[src/rtl/sio_cfg_pkg.sv]
package sio_cfg_pkg;
  typedef enum logic [1:0] {KS_LOCKED, KS_HALF, KS_OPEN} key_state_t;

  localparam logic [7:0] KEY_ENTER  = 8'h87;
  localparam logic [7:0] KEY_EXIT   = 8'hAA;
  localparam logic [7:0] IDX_LDSEL  = 8'h07;
  localparam logic [7:0] IDX_CHIPID = 8'h20;
  localparam logic [7:0] IDX_MUX0   = 8'h29;
  localparam logic [7:0] IDX_MUX1   = 8'h2B;
  localparam logic [7:0] IDX_MUX2   = 8'h2C;
  localparam logic [7:0] IDX_MUX3   = 8'h2D;
  localparam logic [7:0] IDX_ACT    = 8'h30;
  localparam int         MUX_BYTES  = 4;
endpackage

[src/rtl/sio_key_fsm.sv]
module sio_key_fsm
  import sio_cfg_pkg::*;
(
  input  logic       clk,
  input  logic       rst_n,
  input  logic       wr,
  input  logic       addr,
  input  logic [7:0] wdata,
  output logic       open
);
  key_state_t state;
  logic       key_wr;

  assign key_wr = wr && !addr;
  assign open   = (state == KS_OPEN);

  always_ff @(posedge clk or negedge rst_n) begin
    if (!rst_n) begin
      state <= KS_LOCKED;
    end else begin
      case (state)
        KS_LOCKED: if (key_wr && wdata == KEY_ENTER) state <= KS_HALF;
        KS_HALF:   if (wr) state <= (key_wr && wdata == KEY_ENTER) ? KS_OPEN : KS_LOCKED;
        KS_OPEN:   if (key_wr && wdata == KEY_EXIT) state <= KS_LOCKED;
        default:   state <= KS_LOCKED;
      endcase
    end
  end

  // second consecutive key write opens the port
  assert_key_opens_R2: assert property (@(posedge clk) disable iff (!rst_n)
    (state == KS_HALF && key_wr && wdata == KEY_ENTER) |=> open);

  // an intervening foreign write keeps the port locked
  assert_key_restart_R3: assert property (@(posedge clk) disable iff (!rst_n)
    (state == KS_HALF && wr && !(key_wr && wdata == KEY_ENTER)) |=> !open);

  // exit key locks
  assert_exit_locks_R4: assert property (@(posedge clk) disable iff (!rst_n)
    (open && key_wr && wdata == KEY_EXIT) |=> !open);
endmodule

[src/rtl/sio_global_regs.sv]
module sio_global_regs
  import sio_cfg_pkg::*;
#(
  parameter logic [7:0] CHIP_ID = 8'h52
) (
  input  logic                    clk,
  input  logic                    rst_n,
  input  logic                    wr_en,
  input  logic [7:0]              idx,
  input  logic [7:0]              wdata,
  output logic [7:0]              ld_num,
  output logic [MUX_BYTES*8-1:0]  mux_out,
  output logic [7:0]              rd_data
);
  localparam logic [7:0] MUX_IDX [MUX_BYTES] = '{IDX_MUX0, IDX_MUX1, IDX_MUX2, IDX_MUX3};

  logic [7:0] mux_q [MUX_BYTES];

  always_ff @(posedge clk or negedge rst_n) begin
    if (!rst_n)                          ld_num <= 8'h00;
    else if (wr_en && idx == IDX_LDSEL)  ld_num <= wdata;
  end

  for (genvar g = 0; g < MUX_BYTES; g++) begin : g_mux
    always_ff @(posedge clk or negedge rst_n) begin
      if (!rst_n)                          mux_q[g] <= 8'h00;
      else if (wr_en && idx == MUX_IDX[g]) mux_q[g] <= wdata;
    end
    assign mux_out[g*8 +: 8] = mux_q[g];
  end

  always_comb begin
    rd_data = 8'h00;
    if (idx == IDX_LDSEL)  rd_data = ld_num;
    if (idx == IDX_CHIPID) rd_data = CHIP_ID;
    for (int k = 0; k < MUX_BYTES; k++)
      if (idx == MUX_IDX[k]) rd_data = mux_q[k];
  end

  // a mux-byte write lands in its slot
  assert_mux_write_R9: assert property (@(posedge clk) disable iff (!rst_n)
    (wr_en && idx == IDX_MUX1) |=> mux_out[15:8] == $past(wdata));
endmodule

[src/rtl/sio_ld_bank.sv]
module sio_ld_bank
  import sio_cfg_pkg::*;
#(
  parameter int NUM_LD = 16
) (
  input  logic              clk,
  input  logic              rst_n,
  input  logic              wr_en,
  input  logic [7:0]        idx,
  input  logic              act_bit,
  input  logic [7:0]        ld_num,
  output logic [NUM_LD-1:0] active,
  output logic [7:0]        rd_data
);
  localparam int LDW = (NUM_LD > 1) ? $clog2(NUM_LD) : 1;

  logic in_range;
  assign in_range = (32'(ld_num) < NUM_LD);

  for (genvar g = 0; g < NUM_LD; g++) begin : g_dev
    always_ff @(posedge clk or negedge rst_n) begin
      if (!rst_n) active[g] <= 1'b0;
      else if (wr_en && idx == IDX_ACT && ld_num == 8'(g)) active[g] <= act_bit;
    end
  end

  assign rd_data = in_range ? {7'b0, active[ld_num[LDW-1:0]]} : 8'h00;

  // writes for an unbacked device number change no activate bit
  assert_bank_range_R10: assert property (@(posedge clk) disable iff (!rst_n)
    (wr_en && idx == IDX_ACT && !in_range) |=> $stable(active));
endmodule

[src/rtl/sio_cfg_port.sv]
module sio_cfg_port
  import sio_cfg_pkg::*;
#(
  parameter logic [7:0] CHIP_ID = 8'h52,
  parameter int         NUM_LD  = 16
) (
  input  logic              clk,
  input  logic              rst_n,
  input  logic              bus_wr,
  input  logic              bus_rd,
  input  logic              bus_addr,
  input  logic [7:0]        bus_wdata,
  output logic [7:0]        bus_rdata,
  output logic              bus_rvalid,
  output logic              cfg_mode,
  output logic [7:0]        ld_number,
  output logic [NUM_LD-1:0] ld_active,
  output logic [31:0]       pin_mux,
  output logic              dev_wr,
  output logic              dev_rd,
  output logic [7:0]        dev_index,
  output logic [7:0]        dev_wdata,
  input  logic [7:0]        dev_rdata
);
  logic       open;
  logic [7:0] index_q;
  logic       data_wr;
  logic [7:0] glob_rd, bank_rd, rd_sel;
  logic       fwd;

  sio_key_fsm u_key (
    .clk(clk), .rst_n(rst_n), .wr(bus_wr), .addr(bus_addr),
    .wdata(bus_wdata), .open(open)
  );

  always_ff @(posedge clk or negedge rst_n) begin
    if (!rst_n) index_q <= 8'h00;
    else if (open && bus_wr && !bus_addr && bus_wdata != KEY_EXIT) index_q <= bus_wdata;
  end

  assign data_wr = open && bus_wr && bus_addr;
  assign fwd     = (index_q > IDX_ACT);

  sio_global_regs #(.CHIP_ID(CHIP_ID)) u_glob (
    .clk(clk), .rst_n(rst_n), .wr_en(data_wr), .idx(index_q), .wdata(bus_wdata),
    .ld_num(ld_number), .mux_out(pin_mux), .rd_data(glob_rd)
  );

  sio_ld_bank #(.NUM_LD(NUM_LD)) u_bank (
    .clk(clk), .rst_n(rst_n), .wr_en(data_wr), .idx(index_q), .act_bit(bus_wdata[0]),
    .ld_num(ld_number), .active(ld_active), .rd_data(bank_rd)
  );

  assign cfg_mode  = open;
  assign dev_wr    = data_wr && fwd;
  assign dev_rd    = open && bus_rd && bus_addr && fwd;
  assign dev_index = index_q;
  assign dev_wdata = bus_wdata;

  always_comb begin
    if (!open)               rd_sel = 8'hFF;
    else if (!bus_addr)      rd_sel = index_q;
    else if (index_q < IDX_ACT) rd_sel = glob_rd;
    else if (!fwd)           rd_sel = bank_rd;
    else                     rd_sel = dev_rdata;
  end

  always_ff @(posedge clk or negedge rst_n) begin
    if (!rst_n) begin
      bus_rvalid <= 1'b0;
      bus_rdata  <= 8'h00;
    end else begin
      bus_rvalid <= bus_rd;
      if (bus_rd) bus_rdata <= rd_sel;
    end
  end

  // one read strobe, one response a cycle later
  assert_read_latency_R12: assert property (@(posedge clk) disable iff (!rst_n)
    bus_rd |=> bus_rvalid);
  assert_no_spurious_R12: assert property (@(posedge clk) disable iff (!rst_n)
    !bus_rd |=> !bus_rvalid);
  // locked data reads give all ones
  assert_locked_read_R5: assert property (@(posedge clk) disable iff (!rst_n)
    (bus_rd && !cfg_mode) |=> bus_rdata == 8'hFF);
  // chip ID constant on read
  assert_chip_id_R8: assert property (@(posedge clk) disable iff (!rst_n)
    (bus_rd && bus_addr && cfg_mode && index_q == IDX_CHIPID) |=> bus_rdata == CHIP_ID);
  // forwarding only when open
  assert_fwd_open_R11: assert property (@(posedge clk) disable iff (!rst_n)
    (dev_wr || dev_rd) |-> cfg_mode);
endmodule

[config.mk]
export PLATFORM = sky130hd
export DESIGN_NAME = sio_cfg_port
export DESIGN_NICKNAME = d
export VERILOG_FILES = /design/src/rtl/sio_cfg_pkg.sv /design/src/rtl/sio_key_fsm.sv /design/src/rtl/sio_global_regs.sv /design/src/rtl/sio_ld_bank.sv /design/src/rtl/sio_cfg_port.sv
export SDC_FILE = /design/constraint.sdc
export NUM_CORES = 1
export LEC_CHECK = 0
export BUFFER_PORTS_ARGS = -buffer_cell sky130_fd_sc_hd__buf_2
export CAP_MARGIN = 20
export CORE_MARGIN = 3
export CORE_UTILIZATION = 45
export DETAILED_ROUTE_END_ITERATION = 16
export GPL_TIMING_DRIVEN = 0
export HOLD_SLACK_MARGIN = 0.08
export PLACE_DENSITY = 0.71
export SETUP_SLACK_MARGIN = 0.4
export SLEW_MARGIN = 20
export SYNTH_ARGS = -nofsm -noshare
export SYNTH_HDL_FRONTEND = slang
export SYNTH_SLANG_ARGS = --single-unit
[constraint.sdc]
create_clock -name clk -period 2.7 [get_ports clk]
set_input_delay 0.135 -clock clk [delete_from_list [all_inputs] [get_ports clk]]
set_output_delay 0.135 -clock clk [all_outputs]
set_load 0.01 [all_outputs]
==> impl_results.md <==
* Tmin final at ~2.3 ns
* Vias post-DR at ~3300
* Crit-path slowest cell: or4_4
* Max transition margin at approximately 47%
* Most common cell after layout, fill and taps aside: buf_2
* Predominant post-synthesis flop cell: dfrtp_1
* Die area at just under 10000 um2
* Status: finished clean
* CTS H-tree lvls at 3
* Initial core utilization at a little under half
* Largest net degree at the start of global routing at 40
* Worst min path class: primary input to register
* WP data required at around 3 ns
* # setup viols final at 0
* Grt total ovfl at 0
* Hold Fails Final Rpt at 0
* Min-Delay Startpoint: dev_rdata[5]
* CP Class: register to register
* # diodes at 0
* Switching power at 493 uW
* Internal power at approximately 1700 uW
* Synth-to-Final Area Change at 29.3%
* Asr flop ratio synth at 100%
* Final Max Tran Viols at 0
* Final TNS setup at 0 ns
* Gpl congestion at about 0.88
* Max cap viols at 0
* Reg2reg setup slack at approximately 0.43 ns
* Most frequent cells in the layout: buf_2 (105), dfrtp_1 (73), mux2_2 (58), nor2_1 (25), nand2_1 (23)
* I/O pin cnt at between 100 and 150
* DR vias/cell at 5.78
* Final worst path period share at 84.0%
* WP data arrival at roughly 2.5 ns
* Antenna violation net count after detailed routing at 0
* Syn Nets at 358
* Main area contributors after synthesis: dfrtp_1 (49%), mux2_2 (17%), mux2_4 (3.1%), a21oi_1 (2.6%), nor2_1 (2.4%)
* Power Density at approximately 430 nW/um2
* Port bufs at approximately 100
* Reg2reg end: u_bank.active[0]
* Reg2Reg Launch Point: dev_index[5]
* Worst-path maximum fanout at 8
* Clock Power Share at roughly 42%
* Final wirelength at roughly 11 mm
* Endpoint, Worst Hold: bus_rdata[5]
* DR iter-0 viols at approximately 250
* Clock slew at reported path FFs at about 0.08 ns
* Largest area contributor in the netlist: dfrtp_1
* Vias in the first global route at approximately 3300
* Layout cells sized above 1 at about half
* Post-detailed-placement half-perimeter wirelength at 8.03 mm
* EDFF count, synth at 0
* Comb pwr share at between 5 and 6%
* Sequential cell area fraction in the yosys report at between 40% and 50%
* Post-Syn Instances at around 340
* Mapped Area at roughly 3900 um2
* Max IR drop VDD at ~0.23 mV
* Synth top area share at about half
* CTS buffer count at 9
* Yosys Warn Count at 0
* Largest stage delay, worst path at around 0.48 ns
* Seq pwr share at 52.1%
* Inst Count DP at ~550
* # DRC at 0
* Hold_ws at 0.0868 ns
* Switching Share at 22.8%
* Most common cell on crit path: buf_4
* Unrepaired setup endpoints after global routing: true
* Gr usage total at a little under a quarter
* Post-synth cell types at 49
* Nets at slightly below 500
* Clock Path Buffers at 2
* Synthesized area per cell at around 11 um2
* Clk_lat worst skew at roughly 0.35 ns
* CTS root buf: clkbuf_8
* Initial antenna violation count at 0
* Global-route wire length before repair at around 18 mm
* Critical path launch point type: register
* CTS tree: done
* Crit path capture type: register
* Fmax at roughly 440 MHz
* Core area at 8260 um2
* Die Span Y at approximately 100 um
* Post-DR wirelength/cell at slightly below 20 um
* R2R cell count at 7
* Critical path, cell by cell: buf_4 > nor4b_4 > nand4_1 > buf_4 > or4_4 > nor4_2 > mux2_2
* Layout Cells excl Fill at ~580
* Worst Clk Skew at 0.00831 ns
* First drt pass iteration count at 4
* # rows at 33
* Leak at between 0.002 and 0.0025 uW
* Hold Path Depth at 3
* DIE WIDTH at 98.6 um
* Slew @ Worst Pin at just under 0.8 ns
* Synth Register Bits at 75
* Clock sinks at 75
[layer usage]
layer  vias to the layer above  share of wire, %  GRT usage (%)
li1                       1512                 -              -
met1                      1665                43           32.5
met2                       128                48           37.0
met3                        18               6.9           5.24
met4                         0               1.7           7.67
met5                         -                 0              0
[synth_stat cells (4+ instances only)]
library cell,count
nand4_1,5
nor3_1,9
buf_4,8
o221ai_1,7
inv_1,5
mux2_4,8
a221oi_1,7
nor2_1,25
buf_2,5
mux2_2,58
clkbuf_1,11
nor4_1,11
nand2_1,23
dfrtp_1,75
a21oi_1,20
o211ai_1,5
mux4_2,4
[worst max-delay path by stage]
stage	startpoint	endpoint	slack [ns]
6_report	dev_index[5]	u_bank.active[0]	0.43
5_1_grt	dev_index[4]	u_glob.mux_out[14]	0.26
4_1_cts	dev_index[5]	u_bank.active[0]	0.29
3_5_place_dp	dev_index[7]	u_bank.active[0]	0.11
3_3_place_gp	dev_index[7]	u_bank.active[0]	0.17
2_1_floorplan	dev_index[7]	u_glob.mux_out[16]	0.48
[flip-flops by register name, summed over array words and instances, names as in the netlist]
name            flops
u_glob.mux_out     32
u_glob.ld_num       8
u_bank.active      16
bus_rdata           8
u_key.state         2
bus_rvalid          1
dev_index           8
[timing repair]
| item | 4_1_cts | 5_1_grt |
|---|---|---|
| gates resized for setup | 5 | 29 |
| hold buffers | 2 | 0 |
| endpoints found under the setup margin | 46 | 64 |
| endpoints found under the hold margin | 39 | 0 |
| setup buffers | 6 | 4 |
| pin swaps | 1 | 2 |
[stage by stage]
stage | total power, uW | worst slack [ns] | utilization, % | instance area, um2
after detailed placement | 1260 | 0.111 | 54.9 | 4530
after CTS | 2170 | 0.294 | 58.4 | 4820
after global placement | 1260 | 0.174 | 54.6 | 4510
final | 2160 | 0.431 | 60.4 | 4990
after global routing | 2220 | 0.260 | 60.4 | 4990
after floorplan | 1180 | 0.476 | - | 3860
[layout make-up]
class	instances	area [um2]
clock inverters	1	30.0
inverters	6	22.5
multi-input cells	230	1950
repair buffers	117	638
well taps	105	131
clock buffers	15	176
plain buffers	26	159
fillers	703	3270
flip-flops and latches	75	1880
[kinds of logic (layout without fill, tap and decap cells)]
kind of cell | Yosys count | count (layout) | share of synthesized area [%]
flip-flops | 75 | 75 | 48.6
buffers and inverters | 32 | 165 | 4.25
AO/OA/AOI/OAI | 56 | 56 | 10.0
AND/OR/NAND/NOR | 103 | 103 | 14.5
XOR/XNOR | 1 | 1 | 0.227
multiplexers | 70 | 70 | 22.4
[critical path: cells and delay by family, from the launching register on]
family / cells / cell delay (ns)
AND/OR/NAND/NOR: 4 / 1.07
flip-flops: 1 / 0.37
buffers and inverters: 2 / 0.36
multiplexers: 1 / 0.37
[power groups by stage]
stage                     registers [uW]  logic (uW)  clock network [uW]
after global routing                1130         129                 968
after global placement              1150         107                   0
after floorplan                     1150        34.6                   0
after CTS                           1130         117                 922
after detailed placement            1150         114                   0
final                               1130         118                 917
Power figures use the tool's default switching activity.
